`config.mk`:
```
export PLATFORM = sky130hd
export DESIGN_NAME = i2cblk_xfer
export DESIGN_NICKNAME = d
export VERILOG_FILES = /design/src/rtl/i2cblk_pkg.sv /design/src/rtl/i2cblk_cmd_enc.sv /design/src/rtl/i2cblk_poll_ctr.sv /design/src/rtl/i2cblk_xfer.sv
export SDC_FILE = /design/constraint.sdc
export NUM_CORES = 1
export LEC_CHECK = 0
export CORE_MARGIN = 8
export CORE_UTILIZATION = 57
export CTS_BUF_LIST = sky130_fd_sc_hd__clkbuf_8
export CTS_CLUSTER_SIZE = 30
export DETAILED_ROUTE_END_ITERATION = 16
export GPL_ROUTABILITY_DRIVEN = 0
export PLACE_DENSITY = 0.95
export SLEW_MARGIN = 10
export SYNTH_ARGS = -nofsm -noshare
export SYNTH_HDL_FRONTEND = slang
export SYNTH_SLANG_ARGS = --single-unit
```
`constraint.sdc`:
```
create_clock -name clk -period 3.37 [get_ports clk]
set_input_delay 0.337 -clock clk [delete_from_list [all_inputs] [get_ports clk]]
set_output_delay 0.337 -clock clk [all_outputs]
set_load 0.03 [all_outputs]
```
`src/rtl/i2cblk_pkg.sv`:
```
package i2cblk_pkg;

    typedef enum logic [2:0] {
        OP_START_WR = 3'd0,
        OP_WR       = 3'd1,
        OP_RD       = 3'd2,
        OP_RD_LAST  = 3'd3,
        OP_STOP     = 3'd4,
        OP_GAP      = 3'd5
    } cmd_op_e;

    typedef enum logic [3:0] {
        S_ADDR_W,
        S_OFF,
        S_GAP,
        S_ADDR_R,
        S_RDATA,
        S_WDATA,
        S_CSTOP,
        S_POLL,
        S_PSTOP,
        S_DISCARD,
        S_ERRSTOP
    } step_e;

    typedef enum logic [1:0] {
        PH_IDLE,
        PH_ISSUE,
        PH_WAIT,
        PH_PUSH
    } phase_e;

    function automatic logic [7:0] addr_byte(input logic [6:0] a, input logic rd);
        return {a, rd};
    endfunction

endpackage

```
`src/rtl/i2cblk_cmd_enc.sv`:
```
module i2cblk_cmd_enc
    import i2cblk_pkg::*;
(
    input  step_e       step,
    input  logic        legacy,
    input  logic [7:0]  dev,
    input  logic [7:0]  off,
    input  logic [7:0]  wbyte,
    input  logic        last,
    output cmd_op_e     op,
    output logic [7:0]  cbyte
);
    always_comb begin
        op    = OP_STOP;
        cbyte = 8'h00;
        case (step)
            S_ADDR_W: begin
                op    = OP_START_WR;
                cbyte = legacy ? addr_byte(off[6:0], 1'b0) : addr_byte(dev[7:1], 1'b0);
            end
            S_OFF: begin
                op    = OP_WR;
                cbyte = off;
            end
            S_GAP:   op = OP_GAP;
            S_ADDR_R: begin
                op    = OP_START_WR;
                cbyte = legacy ? addr_byte(off[6:0], 1'b1) : addr_byte(dev[7:1], 1'b1);
            end
            S_RDATA: op = last ? OP_RD_LAST : OP_RD;
            S_WDATA: begin
                op    = OP_WR;
                cbyte = wbyte;
            end
            S_POLL: begin
                op    = OP_START_WR;
                cbyte = addr_byte(dev[7:1], 1'b1);
            end
            S_DISCARD: op = OP_RD_LAST;
            default:   op = OP_STOP;
        endcase
    end
endmodule

```
`src/rtl/i2cblk_poll_ctr.sv`:
```
module i2cblk_poll_ctr #(
    parameter int POLL_MAX = 100
) (
    input  logic clk,
    input  logic rst,
    input  logic clr,
    input  logic inc,
    output logic exhausted
);
    localparam int PW = $clog2(POLL_MAX + 1);
    localparam logic [PW-1:0] LIMIT = PW'(POLL_MAX);

    logic [PW-1:0] cnt;

    always_ff @(posedge clk) begin
        if (rst || clr) begin
            cnt <= '0;
        end else if (inc && cnt != LIMIT) begin
            cnt <= cnt + 1'b1;
        end
    end

    assign exhausted = (cnt == LIMIT);
endmodule

```
`src/rtl/i2cblk_xfer.sv`:
```
module i2cblk_xfer
    import i2cblk_pkg::*;
#(
    parameter int LEN_W    = 8,
    parameter int CHUNK    = 4,
    parameter int POLL_MAX = 100
) (
    input  logic             clk,
    input  logic             rst,
    input  logic             req_valid,
    output logic             req_ready,
    input  logic             req_write,
    input  logic             req_legacy,
    input  logic [7:0]       req_dev,
    input  logic [7:0]       req_off,
    input  logic [LEN_W-1:0] req_len,
    input  logic             wdata_valid,
    output logic             wdata_ready,
    input  logic [7:0]       wdata,
    output logic             rdata_valid,
    input  logic             rdata_ready,
    output logic [7:0]       rdata,
    output logic             done_valid,
    output logic             done_fail,
    output logic             cmd_valid,
    input  logic             cmd_ready,
    output logic [2:0]       cmd_op,
    output logic [7:0]       cmd_byte,
    input  logic             rsp_valid,
    input  logic             rsp_ack,
    input  logic [7:0]       rsp_data
);
    localparam int CW = $clog2(CHUNK + 1);
    localparam logic [LEN_W-1:0] CHUNK_L = LEN_W'(CHUNK);
    localparam logic [LEN_W-1:0] ONE_L   = LEN_W'(1);

    phase_e           phase;
    step_e            step;
    logic             is_wr, legacy;
    logic [7:0]       dev, off, rbyte;
    logic [LEN_W-1:0] rem;
    logic [CW-1:0]    chunk_left;
    logic [CW-1:0]    req_chunk, rem_chunk;
    logic             poll_clr, poll_inc, poll_exh;
    cmd_op_e          op;
    logic             got_rsp;

    assign req_chunk = (req_len > CHUNK_L) ? CW'(CHUNK) : CW'(req_len);
    assign rem_chunk = (rem > CHUNK_L) ? CW'(CHUNK) : CW'(rem);
    assign got_rsp   = (phase == PH_WAIT) && rsp_valid;

    i2cblk_cmd_enc u_enc (
        .step   (step),
        .legacy (legacy),
        .dev    (dev),
        .off    (off),
        .wbyte  (wdata),
        .last   (rem == ONE_L),
        .op     (op),
        .cbyte  (cmd_byte)
    );

    assign poll_clr = got_rsp && (step == S_CSTOP);
    assign poll_inc = got_rsp && (step == S_POLL) && !rsp_ack;

    i2cblk_poll_ctr #(.POLL_MAX(POLL_MAX)) u_poll (
        .clk       (clk),
        .rst       (rst),
        .clr       (poll_clr),
        .inc       (poll_inc),
        .exhausted (poll_exh)
    );

    assign cmd_op      = op;
    assign req_ready   = (phase == PH_IDLE);
    assign cmd_valid   = (phase == PH_ISSUE) && ((step != S_WDATA) || wdata_valid);
    assign wdata_ready = (phase == PH_ISSUE) && (step == S_WDATA) && cmd_ready;
    assign rdata_valid = (phase == PH_PUSH);
    assign rdata       = rbyte;

    always_ff @(posedge clk) begin
        if (rst) begin
            phase      <= PH_IDLE;
            step       <= S_ADDR_W;
            is_wr      <= 1'b0;
            legacy     <= 1'b0;
            dev        <= '0;
            off        <= '0;
            rbyte      <= '0;
            rem        <= '0;
            chunk_left <= '0;
            done_valid <= 1'b0;
            done_fail  <= 1'b0;
        end else begin
            done_valid <= 1'b0;
            case (phase)
                PH_IDLE: if (req_valid) begin
                    is_wr      <= req_write;
                    legacy     <= req_legacy;
                    dev        <= req_dev;
                    off        <= req_off;
                    rem        <= req_len;
                    chunk_left <= req_chunk;
                    step       <= (!req_write && req_legacy) ? S_ADDR_R : S_ADDR_W;
                    if (req_len == '0) begin
                        done_valid <= 1'b1;
                        done_fail  <= 1'b0;
                    end else begin
                        phase <= PH_ISSUE;
                    end
                end
                PH_ISSUE: if (cmd_valid && cmd_ready) phase <= PH_WAIT;
                PH_WAIT: if (rsp_valid) begin
                    phase <= PH_ISSUE;
                    case (step)
                        S_ADDR_W:  step <= !rsp_ack ? S_ERRSTOP : (legacy ? S_WDATA : S_OFF);
                        S_OFF:     step <= !rsp_ack ? S_ERRSTOP : (is_wr ? S_WDATA : S_GAP);
                        S_GAP:     step <= S_ADDR_R;
                        S_ADDR_R:  step <= rsp_ack ? S_RDATA : S_ERRSTOP;
                        S_RDATA: begin
                            rbyte <= rsp_data;
                            phase <= PH_PUSH;
                        end
                        S_WDATA: begin
                            if (!rsp_ack) begin
                                step <= S_ERRSTOP;
                            end else begin
                                rem        <= rem - 1'b1;
                                off        <= off + 1'b1;
                                chunk_left <= chunk_left - 1'b1;
                                step       <= (chunk_left == CW'(1)) ? S_CSTOP : S_WDATA;
                            end
                        end
                        S_CSTOP:   step <= S_POLL;
                        S_POLL:    step <= rsp_ack ? S_DISCARD : S_PSTOP;
                        S_PSTOP: begin
                            if (poll_exh) begin
                                phase      <= PH_IDLE;
                                done_valid <= 1'b1;
                                done_fail  <= 1'b1;
                            end else begin
                                step <= S_POLL;
                            end
                        end
                        S_DISCARD: begin
                            if (rem == '0) begin
                                phase      <= PH_IDLE;
                                done_valid <= 1'b1;
                                done_fail  <= 1'b0;
                            end else begin
                                step       <= S_ADDR_W;
                                chunk_left <= rem_chunk;
                            end
                        end
                        default: begin
                            phase      <= PH_IDLE;
                            done_valid <= 1'b1;
                            done_fail  <= 1'b1;
                        end
                    endcase
                end
                PH_PUSH: if (rdata_ready) begin
                    if (rem == ONE_L) begin
                        phase      <= PH_IDLE;
                        done_valid <= 1'b1;
                        done_fail  <= 1'b0;
                    end else begin
                        rem   <= rem - 1'b1;
                        phase <= PH_ISSUE;
                    end
                end
                default: phase <= PH_IDLE;
            endcase
        end
    end
endmodule

```
=== Word-level counts from Yosys, hierarchy flattened ===
Index checks and enable logic that the tools add are counted.

* Logic and storage cells: 153
* Bits in registers: 52
* Input port bits: 50

* $lt $le $gt $ge: 2
* Equality and inequality tests: 35
* Muxes and demuxes: 68
* Reductions and logical operators: 32
* Add/subtract/negate cells: 4

{| class="wikitable"
|+ Operators with widths
! operator !! count
|-
| $mux 8 || 12
|-
| $pmux 8 s5 || 1
|-
| $pmux 4 s9 || 1
|-
| $mux 4 || 8
|-
| $mux 3 || 8
|-
| $pmux 8 s3 || 1
|-
| $mux 1 || 19
|-
| $eq 4x3->1 const B || 4
|-
| $gt 8x3->1 const B || 2
|-
| $logic_not 8->1 || 2
|-
| $pmux 2 s4 || 2
|-
| $pmux 8 s2 || 1
|-
| $ne 3x3->1 const B || 5
|-
| $pmux 3 s5 || 1
|-
| $mux 2 || 7
|-
| $ne 2x2->1 const B || 6
|-
| $pmux 1 s3 || 4
|-
| $pmux 3 s2 || 2
|-
| $reduce_and 6->1 || 2
|-
| $logic_and 1x1->1 || 10
|-
| $ne 10x1->1 const B || 1
|-
| $ne 2x1->1 const B || 5
|-
| $reduce_and 5->1 || 2
|-
| $reduce_and 9->1 || 1
|-
| 29 further kinds || 34
|}

=== Logic depth before layout (Yosys ltp) ===
Gate-level depths: netlist (run 1).

* Depth in word-level cells: 6
* Mapped depth: 7

=== Modules after synthesis ===
A second synthesis (run 1) with hierarchy kept.

* Cell total of the unflattened synthesis: 457
* Area, all modules: 3532.1 sq um

{| class="wikitable"
|+ Modules (own cells, without submodules)
! module !! cells an instance !! times used !! area each (sq um) !! seq. area each (sq um)
|-
| i2cblk_xfer || 358 || 1 || 2707.6 || 900.9
|-
| i2cblk_cmd_enc || 54 || 1 || 454.2 || 0.0
|-
| i2cblk_poll_ctr || 45 || 1 || 370.4 || 140.1
|}

=== Worst setup path before layout (run 1) ===
Ideal clock, no wire load.

* Path type: register to output
* From: register rem[4]
* To: output cmd_op[0]
* Arrival time: 2.087 ns
* Required time: 3.033 ns
* Setup slack: 0.946 ns
* Cell stages (with the launch flop): 6
* Path through: dfxtp_1 clkbuf_1 nor4_2 and3_1 a21oi_1 o32ai_1

* Cells in the longest elaborated chain, start to end: 3

{| class="wikitable"
|+ Ends and longest elaborated chain
! element !! RTL line !! source
|-
| start, declared || i2cblk_xfer.sv:41 || <nowiki>logic [LEN_W-1:0] rem;</nowiki>
|-
| start signal, assigned || i2cblk_xfer.sv:102 || <nowiki>rem <= req_len;</nowiki>
|-
| start signal, assigned || i2cblk_xfer.sv:128 || <nowiki>rem <= rem - 1'b1;</nowiki>
|-
| start signal, assigned || i2cblk_xfer.sv:168 || <nowiki>rem <= rem - 1'b1;</nowiki>
|-
| $eq 8x1->1 || i2cblk_xfer.sv:58 || <nowiki>.last (rem == ONE_L),</nowiki>
|-
| $mux 1 || i2cblk_cmd_enc.sv:30 || <nowiki>S_RDATA: op = last ? OP_RD_LAST : OP_RD;</nowiki>
|-
| $pmux 3 s5 || i2cblk_cmd_enc.sv:16 || <nowiki>case (step)</nowiki>
|-
| end, declared || i2cblk_xfer.sv:27 || <nowiki>output logic [2:0] cmd_op,</nowiki>
|}

No other way between the ends.

=== Worst setup path in the final report (run 1) ===
* From: register step[0]
* To: output cmd_byte[1]

* Cells in the longest elaborated chain, start to end: 2
* Elaborated cells between the ends (all ways): 6

{| class="wikitable"
|+ Ends and longest elaborated chain
! element !! RTL line !! source
|-
| start, declared || i2cblk_xfer.sv:38 || <nowiki>step_e step;</nowiki>
|-
| start signal, assigned || i2cblk_xfer.sv:104 || <nowiki>step <= (!req_write && req_legacy) ? S_ADDR_R : S_ADDR_W;</nowiki>
|-
| start signal, assigned || i2cblk_xfer.sv:116 || <nowiki>S_ADDR_W: step <= !rsp_ack ? S_ERRSTOP : (legacy ? S_WDATA : S_OFF);</nowiki>
|-
| start signal, assigned || i2cblk_xfer.sv:117 || <nowiki>S_OFF: step <= !rsp_ack ? S_ERRSTOP : (is_wr ? S_WDATA : S_GAP);</nowiki>
|-
| $eq 4x3->1, or another cell as far along || i2cblk_cmd_enc.sv:16 ||
|-
| $pmux 8 s5 * || i2cblk_cmd_enc.sv:16 ||
|-
| end, declared || i2cblk_xfer.sv:28 || <nowiki>output logic [7:0] cmd_byte,</nowiki>
|}

Mark *: on every way between the ends. The rest lies on a longest branch, timed or not.

==> results of run 1 <==
-- tightest hold or removal path, delay by kind of cell (launching register included) --
kind / cells / cell delay (ps)
DFF: 1 / 330
and+or+nand+nor: 1 / 50
AOI/OAI and AO/OA: 1 / 50
-- metrics by stage --
stage,utilization,std cells,hold slack (ps)
after floorplan,-,433,436
after global placement,0.717,564,443
after detailed placement,0.717,564,460
after CTS,0.737,572,476
after global routing,0.737,572,486
final,0.737,572,478
-- cell type report --
type	count	area, sq um	share of cell area
Tap cell	75	93.8	0.0220
Clock inverter	3	46.3	0.0109
Clock buffer	5	68.8	0.0161
Sequential cell	51	1020	0.240
Timing Repair Buffer	86	828	0.194
Multi-Input combinational cell	337	2150	0.504
Inverter	15	56.3	0.0132
-- flip-flops by register name (all words and copies together) (netlist names), 2 cells and up --
register / flops
chunk_left: 3
dev: 7
off: 8
phase: 2
rdata: 8
rem: 8
step: 4
u_poll.cnt: 7
-- kinds of logic (layout without fill, tap and decap cells) --
group	after synthesis	count (layout)	synth area share
compound gates	118	118	0.248
simple gates	184	184	0.286
mux	19	19	0.0572
flops	51	51	0.305
fa+ha+maj	8	8	0.0299
xor+xnor	8	8	0.0209
buf+inv	45	109	0.0531
-- where the power goes --
group          internal [mW]  switching [mW]
clock network          0.224           0.221
registers              0.636          0.0478
logic                  0.182           0.217
total                   1.04           0.486
-- per-layer routing --
| metal | track usage | up-vias | wire length [microns] |
|---|---|---|---|
| met5 | 0 | - | 0 |
| met3 | 0.0688 | 34 | 868 |
| met4 | 0.109 | 0 | 337 |
| met2 | 0.373 | 172 | 4710 |
| li1 | - | 1715 | - |
| met1 | 0.276 | 1683 | 3850 |
-- synthesized netlist by cell type (4+ instances only) --
library cell | number | area (sq um)
o211ai_1 | 4 | 30.0
buf_2 | 7 | 35.0
o21a_1 | 4 | 30.0
a31oi_1 | 9 | 56.3
inv_1 | 15 | 56.3
a21oi_1 | 36 | 180
nand4_1 | 8 | 50.1
and3_1 | 6 | 37.5
nand3_1 | 13 | 65.1
clkbuf_1 | 17 | 63.8
mux2i_1 | 18 | 180
nor3_1 | 15 | 75.1
and2_1 | 6 | 37.5
buf_1 | 6 | 22.5
nand2_1 | 47 | 176
ha_1 | 8 | 100
nor2_1 | 49 | 184
a221o_1 | 7 | 70.1
o31a_1 | 4 | 35.0
xor2_1 | 7 | 61.3
o21ai_0 | 17 | 85.1
nand2b_1 | 8 | 50.1
dfxtp_1 | 51 | 1020
nor2b_1 | 5 | 31.3
-- worst paths after layout --
check / slack (ps) / endpoint / from
worst min-delay path: 480 / dev[6] / dev[6]
worst max-delay path: 370 / cmd_byte[1] / step[0]
worst max register to register: 700 / rem[4] / step[0]
worst min register to register: 480 / dev[6] / dev[6]
==> flow_metrics.env, run 1 <==
export IMPL_grt_pass1_vias=3524
export IMPL_timing_hold_worst_path_depth=2
export IMPL_routed_via_count=3604
export IMPL_antenna_left=0
export IMPL_yosysSeqAreaShare=0.305
export IMPL_cp_num_buf_inv=1
export IMPL_area_delta_synth_final_pct=27.4
export IMPL_grt_ovfl_total=0
export IMPL_synthArstFlopShare=0
export IMPL_critical_path_arrival_ps=2660
export IMPL_core_sq_um=5780
export IMPL_rows=28
export IMPL_clockRootBuffer="clkbuf_8"
export IMPL_final_common_cell="clkdlybuf4s50_1"
export IMPL_setup_viol=0
export IMPL_cts_tree="done"
export IMPL_critPathSlowestCell="dfxtp_1"
export IMPL_cts_inserted_buffers=5
export IMPL_syn_num_nets=491
export IMPL_cts_resized_gates=0
export IMPL_end_kind="output port"
export IMPL_synth_edf_count=0
export IMPL_io_buffers=73
export IMPL_ys_warn_count=0
export IMPL_grt_use_total=0.231
export IMPL_ys_ff_latch=51
export IMPL_cts_sinks=51
export IMPL_start_util=0.579
export IMPL_antenna_found_initial=0
export IMPL_timing_fmax_mhz=333
export IMPL_path_cells="or3b_2 -> nor2_1 -> a221o_1 -> clkdlybuf4s50_1"
export IMPL_die_area_sq_um=8580
export IMPL_vias_per_cell=6.30
export IMPL_status="completed"
export IMPL_post_cts_setup_buffers=0
export IMPL_fillers=429
export IMPL_syn_inst=433
export IMPL_cp_num_cells=4
export IMPL_p_leak_nw=1.51
export IMPL_vdd_ir_drop_worst_mv=0.258
export IMPL_worstPathMaxFanout=17
export IMPL_start_kind="flip-flop"
export IMPL_ctsHoldBuffers=0
export IMPL_drive_gt1_frac=0.0664
export IMPL_finish_instance_area_sq_um=4260
export IMPL_slew_headroom=0.441
export IMPL_firstDrtPassIters=5
export IMPL_drc=0
export IMPL_drt_iter0_drc=267
export IMPL_slew_viol_final=0
export IMPL_ff2ff_path_depth=5
export IMPL_insertion_delay_ps=310
export IMPL_avgRoutedWirePerCell_microns=17.1
export IMPL_worst_slack_ps=370
export IMPL_power_density_nw_per_um2=358
export IMPL_die_w_microns=92.6
export IMPL_synth_area_sq_um=3350
export IMPL_pre_cts_slack_ps=650
export IMPL_mostFrequentLayoutCells="73 x clkdlybuf4s50_1, 51 x dfxtp_1, 49 x nor2_1"
export IMPL_hp_class="reg2reg"
export IMPL_synth_avg_cell_area_sq_um=7.73
export IMPL_cp_required_ps=3030
export IMPL_cts_clk_slew_worst_paths_ps=100
export IMPL_skew_ps=4.69
export IMPL_power_mw=1.53
export IMPL_fin_nets=554
export IMPL_ys_flop_type="dfxtp_1"
export IMPL_fin_setup_tns_ps=0
export IMPL_rsz0062_at_grt="no"
export IMPL_grt_pass1_wl_microns=16600
export IMPL_htree_num_levels=2
export IMPL_io_pins=75
export IMPL_yosysUniqueCellTypes=66
export IMPL_diodes=0
export IMPL_clk_path_buf_depth=2
export IMPL_period_minus_slack_ps=3000
export IMPL_fin_crit_sh=0.890
export IMPL_hold_violations=0
export IMPL_crit_type="reg2out"
export IMPL_place_area_sq_um=4150
export IMPL_critPathTopFamily="simple AND/OR/NAND/NOR gates"
export IMPL_chipHeight_microns=92.6
export IMPL_worstMarginPinSlew_ps=832
export IMPL_maxCapViolCount=0
export IMPL_wl_microns=9760
export IMPL_post_dp_hpwl_microns=7210
export IMPL_critPathMaxStageDelay_ps=750
export IMPL_grt_max_degree=30
(Power assumes the default switching activity.)
==> inputs of run 2 (changes only) <==
--- a/config.mk
+++ b/config.mk
@@ -11,6 +11,7 @@
 export CTS_CLUSTER_SIZE = 30
 export DETAILED_ROUTE_END_ITERATION = 16
 export GPL_ROUTABILITY_DRIVEN = 0
+export GPL_TIMING_DRIVEN = 0
 export PLACE_DENSITY = 0.95
 export SLEW_MARGIN = 10
 export SYNTH_ARGS = -nofsm -noshare
==> flow_metrics.env, run 2 (same netlist as run 1, synthesis figures left out) <==
export IMPL_die_w_microns=92.6
export IMPL_fin_crit_sh=0.963
export IMPL_rsz0062_at_grt="no"
export IMPL_critPathMaxStageDelay_ps=680
export IMPL_critPathSlowestCell="clkdlybuf4s50_1"
export IMPL_cts_tree="done"
export IMPL_maxCapViolCount=0
export IMPL_post_dp_hpwl_microns=7650
export IMPL_cts_inserted_buffers=5
export IMPL_worstMarginPinSlew_ps=853
export IMPL_hp_class="reg2reg"
export IMPL_firstDrtPassIters=7
export IMPL_drt_iter0_drc=389
export IMPL_die_area_sq_um=8580
export IMPL_vdd_ir_drop_worst_mv=0.259
export IMPL_ctsHoldBuffers=0
export IMPL_worstPathMaxFanout=10
export IMPL_io_buffers=72
export IMPL_mostFrequentLayoutCells="71 x clkdlybuf4s50_1, 51 x dfxtp_1, 48 x nor2_1"
export IMPL_p_leak_nw=1.53
export IMPL_slew_headroom=0.426
export IMPL_antenna_found_initial=0
export IMPL_critical_path_arrival_ps=2910
export IMPL_regArea_sq_um=1020
export IMPL_period_minus_slack_ps=3250
export IMPL_grt_max_degree=19
export IMPL_wl_microns=10300
export IMPL_final_common_cell="clkdlybuf4s50_1"
export IMPL_area_delta_synth_final_pct=27.7
export IMPL_grt_use_total=0.233
export IMPL_post_cts_setup_buffers=0
export IMPL_cp_required_ps=3030
export IMPL_start_util=0.579
export IMPL_multiInputGateArea_sq_um=2160
export IMPL_cp_num_buf_inv=3
export IMPL_core_sq_um=5780
export IMPL_htree_num_levels=2
export IMPL_status="completed"
export IMPL_start_kind="flip-flop"
export IMPL_clk_path_buf_depth=2
export IMPL_end_kind="output port"
export IMPL_place_area_sq_um=4160
export IMPL_critPathTopFamily="buffers and inverters"
export IMPL_finish_instance_area_sq_um=4270
export IMPL_fin_nets=570
export IMPL_slew_viol_final=0
export IMPL_routed_via_count=3706
export IMPL_grt_pass1_vias=3470
export IMPL_cts_sinks=51
export IMPL_io_pins=75
export IMPL_clockRootBuffer="clkbuf_8"
export IMPL_chipHeight_microns=92.6
export IMPL_antenna_left=0
export IMPL_cts_clk_slew_worst_paths_ps=100
export IMPL_avgRoutedWirePerCell_microns=17.4
export IMPL_grt_pass1_wl_microns=16500
export IMPL_drive_gt1_frac=0.0565
export IMPL_crit_type="reg2out"
export IMPL_rows=28
export IMPL_fin_setup_tns_ps=0
export IMPL_timing_fmax_mhz=308
export IMPL_diodes=0
export IMPL_fillers=434
export IMPL_hold_violations=0
export IMPL_vias_per_cell=6.30
export IMPL_path_cells="buf_2 -> buf_1 -> a32oi_1 -> nor2_2 -> a221o_1 -> clkdlybuf4s50_1"
export IMPL_setup_viol=0
export IMPL_power_density_nw_per_um2=346
export IMPL_grt_ovfl_total=0
export IMPL_skew_ps=8.92
export IMPL_drc=0
export IMPL_insertion_delay_ps=320
==> run 2: area by class of cell <==
type | instances | share of cell area
multi-input combinational | 337 | 0.505
buffer | 30 | 0.0287
timing repair buffer | 72 | 0.169
clock buffer | 5 | 0.0161
tap | 75 | 0.0220
inverter | 15 | 0.0132
clock inverter | 3 | 0.00673
sequential | 51 | 0.239
==> run 2: power breakdown <==
group / internal, mW / switching (mW) / total, mW
clock: 0.154 / 0.237 / 0.391
combinational: 0.178 / 0.232 / 0.411
sequential: 0.636 / 0.0415 / 0.677
==> run 2: path summary, 6_finish.rpt <==
check                           startpoint          end  slack (ps)  depth (start not counted)
worst min-delay path                dev[2]       dev[2]         460                          2
worst min register to register      dev[2]       dev[2]         460                          2
worst max-delay path               step[0]  cmd_byte[7]         120                          6
worst max register to register    phase[1]     rdata[4]        1150                          7
==> run 2: per-layer routing <==
| layer | up-vias | global-route usage | wire (microns) |
|---|---|---|---|
| li1 | 1737 | - | - |
| met1 | 1705 | 0.280 | 3970 |
| met2 | 228 | 0.380 | 4940 |
| met3 | 36 | 0.0639 | 1040 |
| met4 | 0 | 0.105 | 301 |
| met5 | - | 0 | 0 |
==> run 2: worst min-delay path: stages, from the launching register on <==
cell and delay [ps]:
dfxtp_1 320, nand2_1 50, a21oi_1 50
==> run 2: per-stage QoR <==
stage / util / hold WS (ps) / power (mW) / setup WS [ps] / cells
global route: 0.739 / 481 / 1.54 / 11.4 / 588
global placement: 0.720 / 442 / 1.07 / 413 / 580
detailed placement: 0.720 / 448 / 1.08 / 373 / 580
CTS: 0.738 / 462 / 1.47 / 55.6 / 588
floorplan: - / 436 / 0.927 / 946 / 433
finish: 0.739 / 463 / 1.48 / 124 / 588
==> run 2: what timing repair did <==
action	CTS	global route
resized for setup	2	2
cloned	0	0
endpoints found under the setup margin	1	8
==> inputs of run 3 (changes only) <==
--- a/config.mk
+++ b/config.mk
@@ -16,4 +16,5 @@
 export SLEW_MARGIN = 10
 export SYNTH_ARGS = -nofsm -noshare
 export SYNTH_HDL_FRONTEND = slang
+export SYNTH_HIERARCHICAL = 1
 export SYNTH_SLANG_ARGS = --single-unit
==> flow_metrics.env, run 3 <==
export IMPL_grt_pass1_wl_microns=17300
export IMPL_ctsHoldBuffers=0
export IMPL_start_kind="flip-flop"
export IMPL_rows=28
export IMPL_worstPathMaxFanout=10
export IMPL_fin_nets=591
export IMPL_hp_class="reg2reg"
export IMPL_status="completed"
export IMPL_cts_inserted_buffers=5
export IMPL_antenna_left=0
export IMPL_crit_type="reg2out"
export IMPL_area_delta_synth_final_pct=26.1
export IMPL_place_area_sq_um=4320
export IMPL_rsz0062_at_grt="no"
export IMPL_io_buffers=73
export IMPL_ys_warn_count=6
export IMPL_routed_via_count=3878
export IMPL_worstMarginPinSlew_ps=865
export IMPL_firstDrtPassIters=7
export IMPL_cts_clk_slew_worst_paths_ps=100
export IMPL_clk_path_buf_depth=2
export IMPL_multiInputGateArea_sq_um=2250
export IMPL_drt_iter0_drc=549
export IMPL_timing_hold_worst_path_depth=2
export IMPL_hold_violations=0
export IMPL_fillers=417
export IMPL_start_util=0.591
export IMPL_power_density_nw_per_um2=360
export IMPL_drive_gt1_frac=0.0712
export IMPL_fin_setup_tns_ps=0
export IMPL_regArea_sq_um=1020
export IMPL_synth_avg_cell_area_sq_um=7.73
export IMPL_diodes=0
export IMPL_clockRootBuffer="clkbuf_8"
export IMPL_chipHeight_microns=94.4
export IMPL_p_leak_nw=1.64
export IMPL_vdd_ir_drop_worst_mv=0.276
export IMPL_skew_ps=5.07
export IMPL_ff2ff_path_depth=7
export IMPL_cts_tree="done"
export IMPL_core_sq_um=5920
export IMPL_fin_crit_sh=0.825
export IMPL_grt_use_total=0.236
export IMPL_die_area_sq_um=8900
export IMPL_drc=0
export IMPL_post_dp_hpwl_microns=7870
export IMPL_worst_slack_ps=590
export IMPL_slew_headroom=0.418
export IMPL_syn_num_nets=511
export IMPL_synth_area_sq_um=3500
export IMPL_avgRoutedWirePerCell_microns=17.3
export IMPL_grt_pass1_vias=3747
export IMPL_post_cts_setup_buffers=0
export IMPL_timing_fmax_mhz=360
export IMPL_syn_inst=453
export IMPL_final_common_cell="clkdlybuf4s50_1"
export IMPL_power_mw=1.59
export IMPL_cp_required_ps=3030
export IMPL_maxCapViolCount=0
export IMPL_setup_viol=0
export IMPL_htree_num_levels=2
export IMPL_grt_ovfl_total=0
export IMPL_antenna_found_initial=0
export IMPL_end_kind="output port"
export IMPL_insertion_delay_ps=310
export IMPL_finish_instance_area_sq_um=4410
export IMPL_die_w_microns=94.4
export IMPL_finalCoreUtilization=0.745
export IMPL_mostFrequentLayoutCells="73 x clkdlybuf4s50_1, 53 x nand2_1, 51 x dfxtp_1"
export IMPL_cts_resized_gates=0
export IMPL_critical_path_arrival_ps=2440
export IMPL_period_minus_slack_ps=2780
export IMPL_wl_microns=10500
export IMPL_vias_per_cell=6.37
export IMPL_pre_cts_slack_ps=666
export IMPL_cts_sinks=51
export IMPL_slew_viol_final=0
export IMPL_grt_max_degree=17
export IMPL_ff2ff_setup_slack_ps=600
export IMPL_io_pins=75
==> run 3: path summary, 6_finish.rpt <==
| check | start | end |
|---|---|---|
| worst max-delay path | step[0] | cmd_byte[5] |
| worst min-delay path | dev[6] | dev[6] |
| worst max register to register | step[1] | u_poll/cnt[6] |
| worst min register to register | dev[6] | dev[6] |
==> run 3: worst max-delay path, stage by stage (launching register included) <==
cell and delay, ps:
dfxtp_1 500, buf_6 190, xor2_1 100, nor4b_4 430
a221o_1 240, clkdlybuf4s50_1 680
==> run 3: stage by stage <==
stage               hold slack (ps)  instances
finish                          465        609
global route                    488        609
CTS                             464        609
detailed placement              451        601
global placement                445        601
floorplan                       433        453
==> run 3: metal layers <==
| layer | global-route usage | routed length (microns) | up-vias |
|---|---|---|---|
| met5 | 0 | 0 | - |
| li1 | - | - | 1826 |
| met3 | 0.0452 | 1100 | 44 |
| met1 | 0.289 | 4110 | 1757 |
| met4 | 0.127 | 349 | 0 |
| met2 | 0.381 | 4990 | 251 |
==> run 3: cell type report <==
| cell class | count | share of cell area |
|---|---|---|
| repair buffers | 73 | 0.166 |
| plain buffers | 32 | 0.0377 |
| flip-flops and latches | 51 | 0.231 |
| well taps | 75 | 0.0213 |
| multi-input cells | 353 | 0.509 |
| inverters | 17 | 0.0145 |
| clock buffers | 5 | 0.0156 |
| clock inverters | 3 | 0.00454 |
==> run 3: power by group <==
group,internal (mW),switching (mW),total (mW)
sequential,0.644,0.0559,0.700
clock,0.145,0.214,0.360
combinational,0.236,0.295,0.531
